### config.mk
export PLATFORM = sky130hd
export DESIGN_NAME = raster_sync_chain
export DESIGN_NICKNAME = d
export VERILOG_FILES = /design/src/rtl/raster_pkg.sv /design/src/rtl/tap_and.sv /design/src/rtl/sync_counter.sv /design/src/rtl/raster_sync_chain.sv
export SDC_FILE = /design/constraint.sdc
export NUM_CORES = 1
export LEC_CHECK = 0
export BUFFER_PORTS_ARGS = -buffer_cell sky130_fd_sc_hd__buf_4
export CAP_MARGIN = 20
export CELL_PAD_IN_SITES_DETAIL_PLACEMENT = 0
export CELL_PAD_IN_SITES_GLOBAL_PLACEMENT = 1
export CORE_UTILIZATION = 36
export CTS_CLUSTER_SIZE = 16
export DETAILED_ROUTE_END_ITERATION = 8
export PLACE_DENSITY_LB_ADDON = 0.1
export REMOVE_ABC_BUFFERS = 1
export SETUP_SLACK_MARGIN = 0.5
export SLEW_MARGIN = 25
export SYNTH_ARGS = -nofsm -noshare
export SYNTH_HDL_FRONTEND = slang
export SYNTH_SLANG_ARGS = --single-unit
export TNS_END_PERCENT = 100
### constraint.sdc
create_clock -name clk -period 1.4 [get_ports clk]
set_input_delay 0.21 -clock clk [delete_from_list [all_inputs] [get_ports clk]]
set_output_delay 0.21 -clock clk [all_outputs]
set_load 0.01 [all_outputs]
### src/rtl/raster_pkg.sv
package raster_pkg;
  localparam int unsigned H_BITS_DEF = 9;
  localparam int unsigned V_BITS_DEF = 9;
  // Horizontal end-of-line taps: weights 2,4,64,128,256 -> first hit at 454
  localparam logic [H_BITS_DEF-1:0] H_TAPS_DEF = 9'b1_1100_0110;
  // Vertical end-of-frame taps: weights 1,4,256 -> first hit at 261
  localparam logic [V_BITS_DEF-1:0] V_TAPS_DEF = 9'b1_0000_0101;
endpackage

### src/rtl/tap_and.sv
module tap_and #(
  parameter int unsigned W = 9,
  parameter logic [W-1:0] TAPS = '1
) (
  input  logic [W-1:0] value,
  output logic         hit
);
  logic [W-1:0] term;

  // Untapped positions are forced true so only tapped bits matter
  for (genvar i = 0; i < W; i++) begin : g_term
    assign term[i] = value[i] | ~TAPS[i];
  end

  assign hit = &term;
endmodule

### src/rtl/sync_counter.sv
module sync_counter #(
  parameter int unsigned W = 9,
  parameter logic [W-1:0] TAPS = '1
) (
  input  logic         clk,
  input  logic         rst,
  input  logic         step,
  output logic [W-1:0] count,
  output logic         term
);
  logic hit;

  tap_and #(.W(W), .TAPS(TAPS)) u_dec (
    .value (count),
    .hit   (hit)
  );

  // Captured decode clears the count on the same edge it is raised
  always_ff @(posedge clk) begin
    if (rst) begin
      count <= '0;
      term  <= 1'b0;
    end else if (step) begin
      term  <= hit;
      count <= hit ? '0 : count + 1'b1;
    end
  end

  AST_HOLD_IDLE: assert property (@(posedge clk) disable iff (rst)
    !step |=> $stable(count));

  AST_TERM_AT_ZERO: assert property (@(posedge clk) disable iff (rst)
    term |-> (count == '0));

  AST_NEVER_PAST_TAP: assert property (@(posedge clk) disable iff (rst)
    count <= TAPS);

  AST_TERM_ONE_STEP: assert property (@(posedge clk) disable iff (rst)
    (step && term) |=> !term);
endmodule

### src/rtl/raster_sync_chain.sv
module raster_sync_chain #(
  parameter int unsigned H_BITS = raster_pkg::H_BITS_DEF,
  parameter int unsigned V_BITS = raster_pkg::V_BITS_DEF,
  parameter logic [H_BITS-1:0] H_TAPS = raster_pkg::H_TAPS_DEF,
  parameter logic [V_BITS-1:0] V_TAPS = raster_pkg::V_TAPS_DEF
) (
  input  logic              clk,
  input  logic              rst,
  output logic [H_BITS-1:0] hcount,
  output logic [V_BITS-1:0] vcount,
  output logic              hreset,
  output logic              vreset
);
  sync_counter #(.W(H_BITS), .TAPS(H_TAPS)) u_horiz (
    .clk   (clk),
    .rst   (rst),
    .step  (1'b1),
    .count (hcount),
    .term  (hreset)
  );

  // Line counter advances only in the line-end clock
  sync_counter #(.W(V_BITS), .TAPS(V_TAPS)) u_vert (
    .clk   (clk),
    .rst   (rst),
    .step  (hreset),
    .count (vcount),
    .term  (vreset)
  );

  AST_HRESET_AFTER_TAP: assert property (@(posedge clk) disable iff (rst)
    hreset |-> (hcount == '0) && ($past(hcount) == H_TAPS));

  AST_HRESET_SINGLE: assert property (@(posedge clk) disable iff (rst)
    hreset |=> !hreset);

  AST_VMOVE_ON_LINE_END: assert property (@(posedge clk) disable iff (rst)
    !$stable(vcount) |-> $past(hreset));

  AST_VRESET_RISE: assert property (@(posedge clk) disable iff (rst)
    $rose(vreset) |-> $past(hreset) && (vcount == '0) && ($past(vcount) == V_TAPS));
endmodule

==> impl_metrics.tcl, run 1 <==
set metrics [dict create \
    min_to "u_vert.count[0]" \
    status "finished clean" \
    seq_area_frac_synth 0.491 \
    grt_usage 0.175 \
    finalCritPeriodShare 0.880 \
    hpwl_um 1260 \
    setup_violations 0 \
    tightest_slew_ns 0.282 \
    max_slew_margin 0.810 \
    ys_warn_count 0 \
    cts_root_buf "clkbuf_4" \
    reg2reg_slack_ns 0.17 \
    hold_buffers 0 \
    ys_ff_latch 20 \
    hold_start "rst" \
    path_clk_slew_ns 0.12 \
    num_rows 16 \
    end_kind "flop" \
    cts_buffers 3 \
    dieArea_mm2 0.00246 \
    grt_pass1_vias 753 \
    synth_area_leaders "dfxtp_1 49%, xor2_1 5.4%, a21oi_1 4.9%" \
    hold_path.class "in2reg" \
    crit_type "reg2reg" \
    hold_viol 0 \
    layout-drive-gt1-share 0.617 \
    synth_top_area_cell "dfxtp_1" \
    syn_avg_cell_area_um2 9.27 \
    timing.rr.end "u_horiz.count[8]" \
    clock_latency_ns 0.30 \
    die-height_um 49.6 \
    fin_tns_setup_ns 0 \
    fill_cells 152 \
    ant_nets 0 \
    path_cells "ha_4 > nand2_4 > or4_1 > a21oi_1" \
    io_buffers 21 \
    place_area_mm2 0.00105 \
    drc_errors 0 \
    synth.distinct_cells 25 \
    finish.instance_area_mm2 0.00151 \
    grt_overflow_total 0 \
    cp-start-kind "flop" \
    hold_depth 2 \
    synth_top_area_share 0.491 \
    rr_startpoint "u_horiz.count[1]" \
    crit_family "simple AND/OR/NAND/NOR gates" \
    htree_levels 1 \
    worstRegToRegCells 4 \
    dr.pass1.iters 4 \
    vias 866 \
    multiInputGateArea_um2 503 \
    drt-total-wl_um 2270 \
    ir_drop_mv 0.705 \
    cts_tree "done" \
    gp_congestion 0.732 \
    power_density_mw_per_mm2 662 \
    fin_util 0.740 \
    drv_slew 0 \
    grt_pass1_wl_um 3270 \
    fin_hold_ws_ns 0.104 \
    io_pins 22 \
    cap_viol_max_count 0 \
    arrival_ns 1.48 \
    cp.required_ns 1.65 \
    cpPeakStageDelay_ns 0.47 \
    antenna_found_initial 0 \
    fin_nets 146 \
    start_util 0.400 \
    clkSinkCount 20 \
    clock_skew_ns 0.00361 \
    post_drt_wl_per_cell_um 13.5 \
    core_mm2 0.00204 \
    p_leak_nw 0.620 \
    path_max_fanout 3 \
    area_delta_synth_final_pct 85.1 \
    die_w_um 49.6 \
    cp.buffers_inverters 0 \
    grt_setup_unrepaired "true" \
    clock_path_buffers 2 \
    vias_per_cell 5.15 \
    seq_area_um2 449 \
    power_mw 1.00 \
    crit_start "u_horiz.count[1]" \
    num_antenna_cells 0 \
    netlist_area_um2 816 \
    drtIter0Drc 13 \
    cp_slowest_cell "or4_1" \
    layout_min_cycle_time_ns 1.23 \
    fmax_mhz 812 \
    grt_max_degree 12 \
    synth_cells 88 \
]
-- layout make-up --
class	instances	area share
multi-input combinational	66	0.333
timing repair buffer	50	0.321
sequential	20	0.297
clock buffer	4	0.0240
tap	27	0.0224
inverter	1	0.00249
-- cells in the mapped netlist --
library cell	count
a21oi_1	8
a41o_2	1
and2_1	1
and3_1	1
buf_4	1
dfxtp_1	20
ha_1	2
inv_1	1
mux2i_1	1
nand2_1	6
nand2_2	1
nand2b_1	1
nand3_1	4
nand4_1	6
nand4_2	1
nor2_1	10
o2111ai_1	1
o21ai_0	6
o31ai_1	1
o41ai_1	1
or3_1	5
or3_2	1
or4_1	1
xnor2_1	2
xor2_1	5
-- worst reg2reg max path, cell delays in order (launching register included) --
cell,delay (ns)
dfxtp_2,0.37
ha_4,0.16
nand2_4,0.05
or4_1,0.47
a21oi_1,0.13
-- cell usage in the layout, fill, tap and decap left out, drive strengths merged, types with 2 or more instances in the layout --
| cell | instances |
|---|---|
| buf | 50 |
| nand3 | 4 |
| or3 | 6 |
| clkbuf | 4 |
| dfxtp | 20 |
| ha | 2 |
| o21ai | 6 |
| nand4 | 7 |
| a21oi | 8 |
| nand2 | 7 |
| nor2 | 10 |
| xor2 | 5 |
| xnor2 | 2 |
-- through the flow --
step / cells / worst slack, ns
after global routing: 168 / 0.138
after global placement: 142 / 0.123
after CTS: 163 / 0.183
after detailed placement: 142 / 0.0801
after floorplan: 87 / 0.0306
final: 168 / 0.168
-- per-layer routing --
| metal | share of wire | track usage | up-vias |
|---|---|---|---|
| met2 | 0.49 | 0.268 | 12 |
| li1 | - | - | 433 |
| met5 | 0 | 0 | - |
| met4 | 0.0062 | 0.0857 | 0 |
| met3 | 0.024 | 0.0309 | 2 |
| met1 | 0.48 | 0.235 | 419 |
-- sequential cells by signal (all words and copies together) (netlist names) --
register,flops
u_horiz.count,9
u_vert.term,1
u_horiz.term,1
u_vert.count,9
-- what timing repair did --
| item | 4_1_cts | 5_1_grt |
|---|---|---|
| buffers inserted | 17 | 5 |
| endpoints found under the setup margin | 38 | 40 |
| pin swaps | 15 | 8 |
| resized for setup | 57 | 19 |
-- worst max path at each step --
stage / cells past startpoint / end / slack, ns
after global routing: 4 / u_horiz.count[8] / 0.14
after detailed placement: 4 / u_vert.count[6] / 0.08
final: 4 / u_horiz.count[8] / 0.17
after floorplan: 4 / u_horiz.count[8] / 0.03
after CTS: 4 / u_horiz.count[8] / 0.18
after global placement: 4 / u_vert.count[6] / 0.12
-- power by group --
| part | internal (mW) | switching [mW] | total, mW | leakage (nW) |
|---|---|---|---|---|
| Combinational | 0.0441 | 0.0390 | 0.0831 | 0.425 |
| Sequential | 0.559 | 0.00983 | 0.569 | 0.174 |
| Clock | 0.159 | 0.189 | 0.348 | 0.0210 |
| Total | 0.762 | 0.238 | 1.00 | 0.620 |
-- kinds of logic after synthesis --
group / synth area share
AO/OA/AOI/OAI: 0.130
XOR/XNOR: 0.0752
adder cells (fa/ha/maj): 0.0307
buffers and inverters: 0.0138
flip-flops: 0.491
multiplexers: 0.0123
AND/OR/NAND/NOR: 0.247
No activity file was read; power rests on OpenSTA's default activity.
==> inputs of run 2 (changes only) <==
RECOVER_POWER = 100   (was default)
==> run 2 against run 1 <==
Power increased by 0.96%; critical endpoint is now u_vert.count[6]; clock power about the same; register-to-register slack got worse by 0.05 ns; core utilization decreased by 3.1 points; critical path depth unchanged; wire length increased by 0.97%; non-clock buffer count unchanged; via count increased by 2.0%.
==> impl_metrics.tcl, run 2 (synthesis gave the netlist of run 1 again) <==
set metrics [dict create \
    status "finished clean" \
    ant_nets 0 \
    p_int_mw 0.774 \
    clock_path_buffers 2 \
    path_max_fanout 4 \
    worstRegToRegCells 4 \
    grt_pass1_vias 753 \
    hpwl_um 1260 \
    hold_buffers 0 \
    layout-drive-gt1-share 0.482 \
    grt_pass1_wl_um 3270 \
    cp.required_ns 1.65 \
    reg2reg_slack_ns 0.11 \
    pwr-share-seq 0.577 \
    dpl_worst_slack_ns 0.0801 \
    final_common_cell "buf_6" \
    cp.buffers_inverters 0 \
    comb_power_share 0.080 \
    crit_start "u_vert.count[1]" \
    crit_end "u_vert.count[6]" \
    path_clk_slew_ns 0.12 \
    tightest_slew_ns 0.335 \
    num_rows 16 \
    hold_path.class "in2reg" \
    fin_tns_setup_ns 0 \
    hold_viol 0 \
    antenna_found_initial 0 \
    top_regs "u_horiz.count (9), u_vert.count (9)" \
    post_drt_wl_per_cell_um 13.6 \
    drt-total-wl_um 2290 \
    die-height_um 49.6 \
    power_frac_clock 0.343 \
    p_leak_nw 0.597 \
    vias 883 \
    vias_per_cell 5.26 \
    htree_levels 1 \
    finalCritPeriodShare 0.918 \
    grt_max_degree 12 \
    num_antenna_cells 0 \
    crit_type "reg2reg" \
    path_cells "ha_4 > nand4_1 > or3_1 > a21oi_1" \
    io_buffers 21 \
    cts_buffers 3 \
    fmax_mhz 778 \
    grt_setup_unrepaired "true" \
    dieArea_mm2 0.00246 \
    drtIter0Drc 11 \
    cts_root_buf "clkbuf_4" \
    rr_startpoint "u_vert.count[1]" \
    power_density_mw_per_mm2 697 \
    cp-start-kind "flop" \
    cap_viol_max_count 0 \
    core_mm2 0.00204 \
    start_util 0.400 \
    p_sw_mw 0.236 \
    drc_errors 0 \
    layout_min_cycle_time_ns 1.29 \
    area_delta_synth_final_pct 77.5 \
    crit_family "simple AND/OR/NAND/NOR gates" \
    drv_slew 0 \
    max_slew_margin 0.777 \
    dr.pass1.iters 4 \
    grt_usage 0.175 \
    grt_overflow_total 0 \
    timing.rr.end "u_vert.count[6]" \
    arrival_ns 1.53 \
    io_pins 22 \
    gp_congestion 0.732 \
    fin_nets 146 \
    ir_drop_mv 0.701 \
    end_kind "flop" \
    fin_ws_ns 0.115 \
    cts_tree "done" \
    switching_share 0.234 \
    clock_latency_ns 0.30 \
    cpPeakStageDelay_ns 0.44 \
    setup_violations 0 \
    clkSinkCount 20 \
    die_w_um 49.6 \
    most-common-layout-cells "28 x buf_6, 18 x buf_4, 16 x dfxtp_1" \
    worst-path-stages 4 \
    clock_skew_ns 0.00174 \
    cp_slowest_cell "dfxtp_1" \
]
==> run 2: changes by cell type in the layout (fill, tap and decap cells not counted), sizes merged <==
cell    previous run  this run
clkbuf             4         8
buf               50        46
==> run 2: per-stage QoR <==
step	power, mW	instance area, um2	hold WS, ns	cells	utilization
floorplan	0.618	808	0.279	87	-
global placement	0.650	1050	0.424	142	0.515
detailed placement	0.651	1050	0.429	142	0.515
CTS	0.986	1390	0.0978	163	0.682
global route	1.06	1450	0.0791	168	0.709
finish	1.01	1450	0.0962	168	0.709
==> run 2: worst register-to-register path: stages (launching register included) <==
cell and delay [ns]:
dfxtp_1 0.44, ha_4 0.16, nand4_1 0.15, or3_1 0.35
a21oi_1 0.13
==> run 2: how the worst min path moves through the flow <==
stage / startpoint / end / slack (ns) / cells past startpoint
final: rst / u_vert.count[0] / 0.1 / 2
after global routing: rst / u_vert.count[0] / 0.08 / 2
after CTS: rst / u_horiz.term / 0.1 / 2
after detailed placement: rst / u_vert.count[0] / 0.43 / 2
after global placement: rst / u_vert.term / 0.42 / 2
after floorplan: rst / u_vert.term / 0.28 / 1
==> run 2: routing by layer <==
metal	track usage	routed length, um	vias to the layer above
li1	-	-	435
met3	0.0309	78	2
met1	0.235	1110	428
met2	0.268	1090	18
met4	0.0857	14	0
met5	0	0	-
==> run 2: what timing repair did <==
item | CTS | global route
buffers inserted | 17 | 5
endpoints found under the setup margin | 38 | 40
pin swaps | 15 | 8
resized for setup | 57 | 19
==> run 2: cell type report <==
class	count	area [um2]
fillers	168	594
multi-input cells	66	492
repair buffers	50	469
flip-flops and latches	20	413
clock buffers	4	36.3
well taps	27	33.8
inverters	1	3.75
==> run 2: power groups by stage <==
stage | logic, mW | registers [mW] | clock network, mW
3_5_place_dp | 0.0567 | 0.594 | 0
4_1_cts | 0.0687 | 0.570 | 0.347
6_report | 0.0809 | 0.582 | 0.346
3_3_place_gp | 0.0562 | 0.594 | 0
2_1_floorplan | 0.0171 | 0.601 | 0
5_1_grt | 0.0880 | 0.583 | 0.385
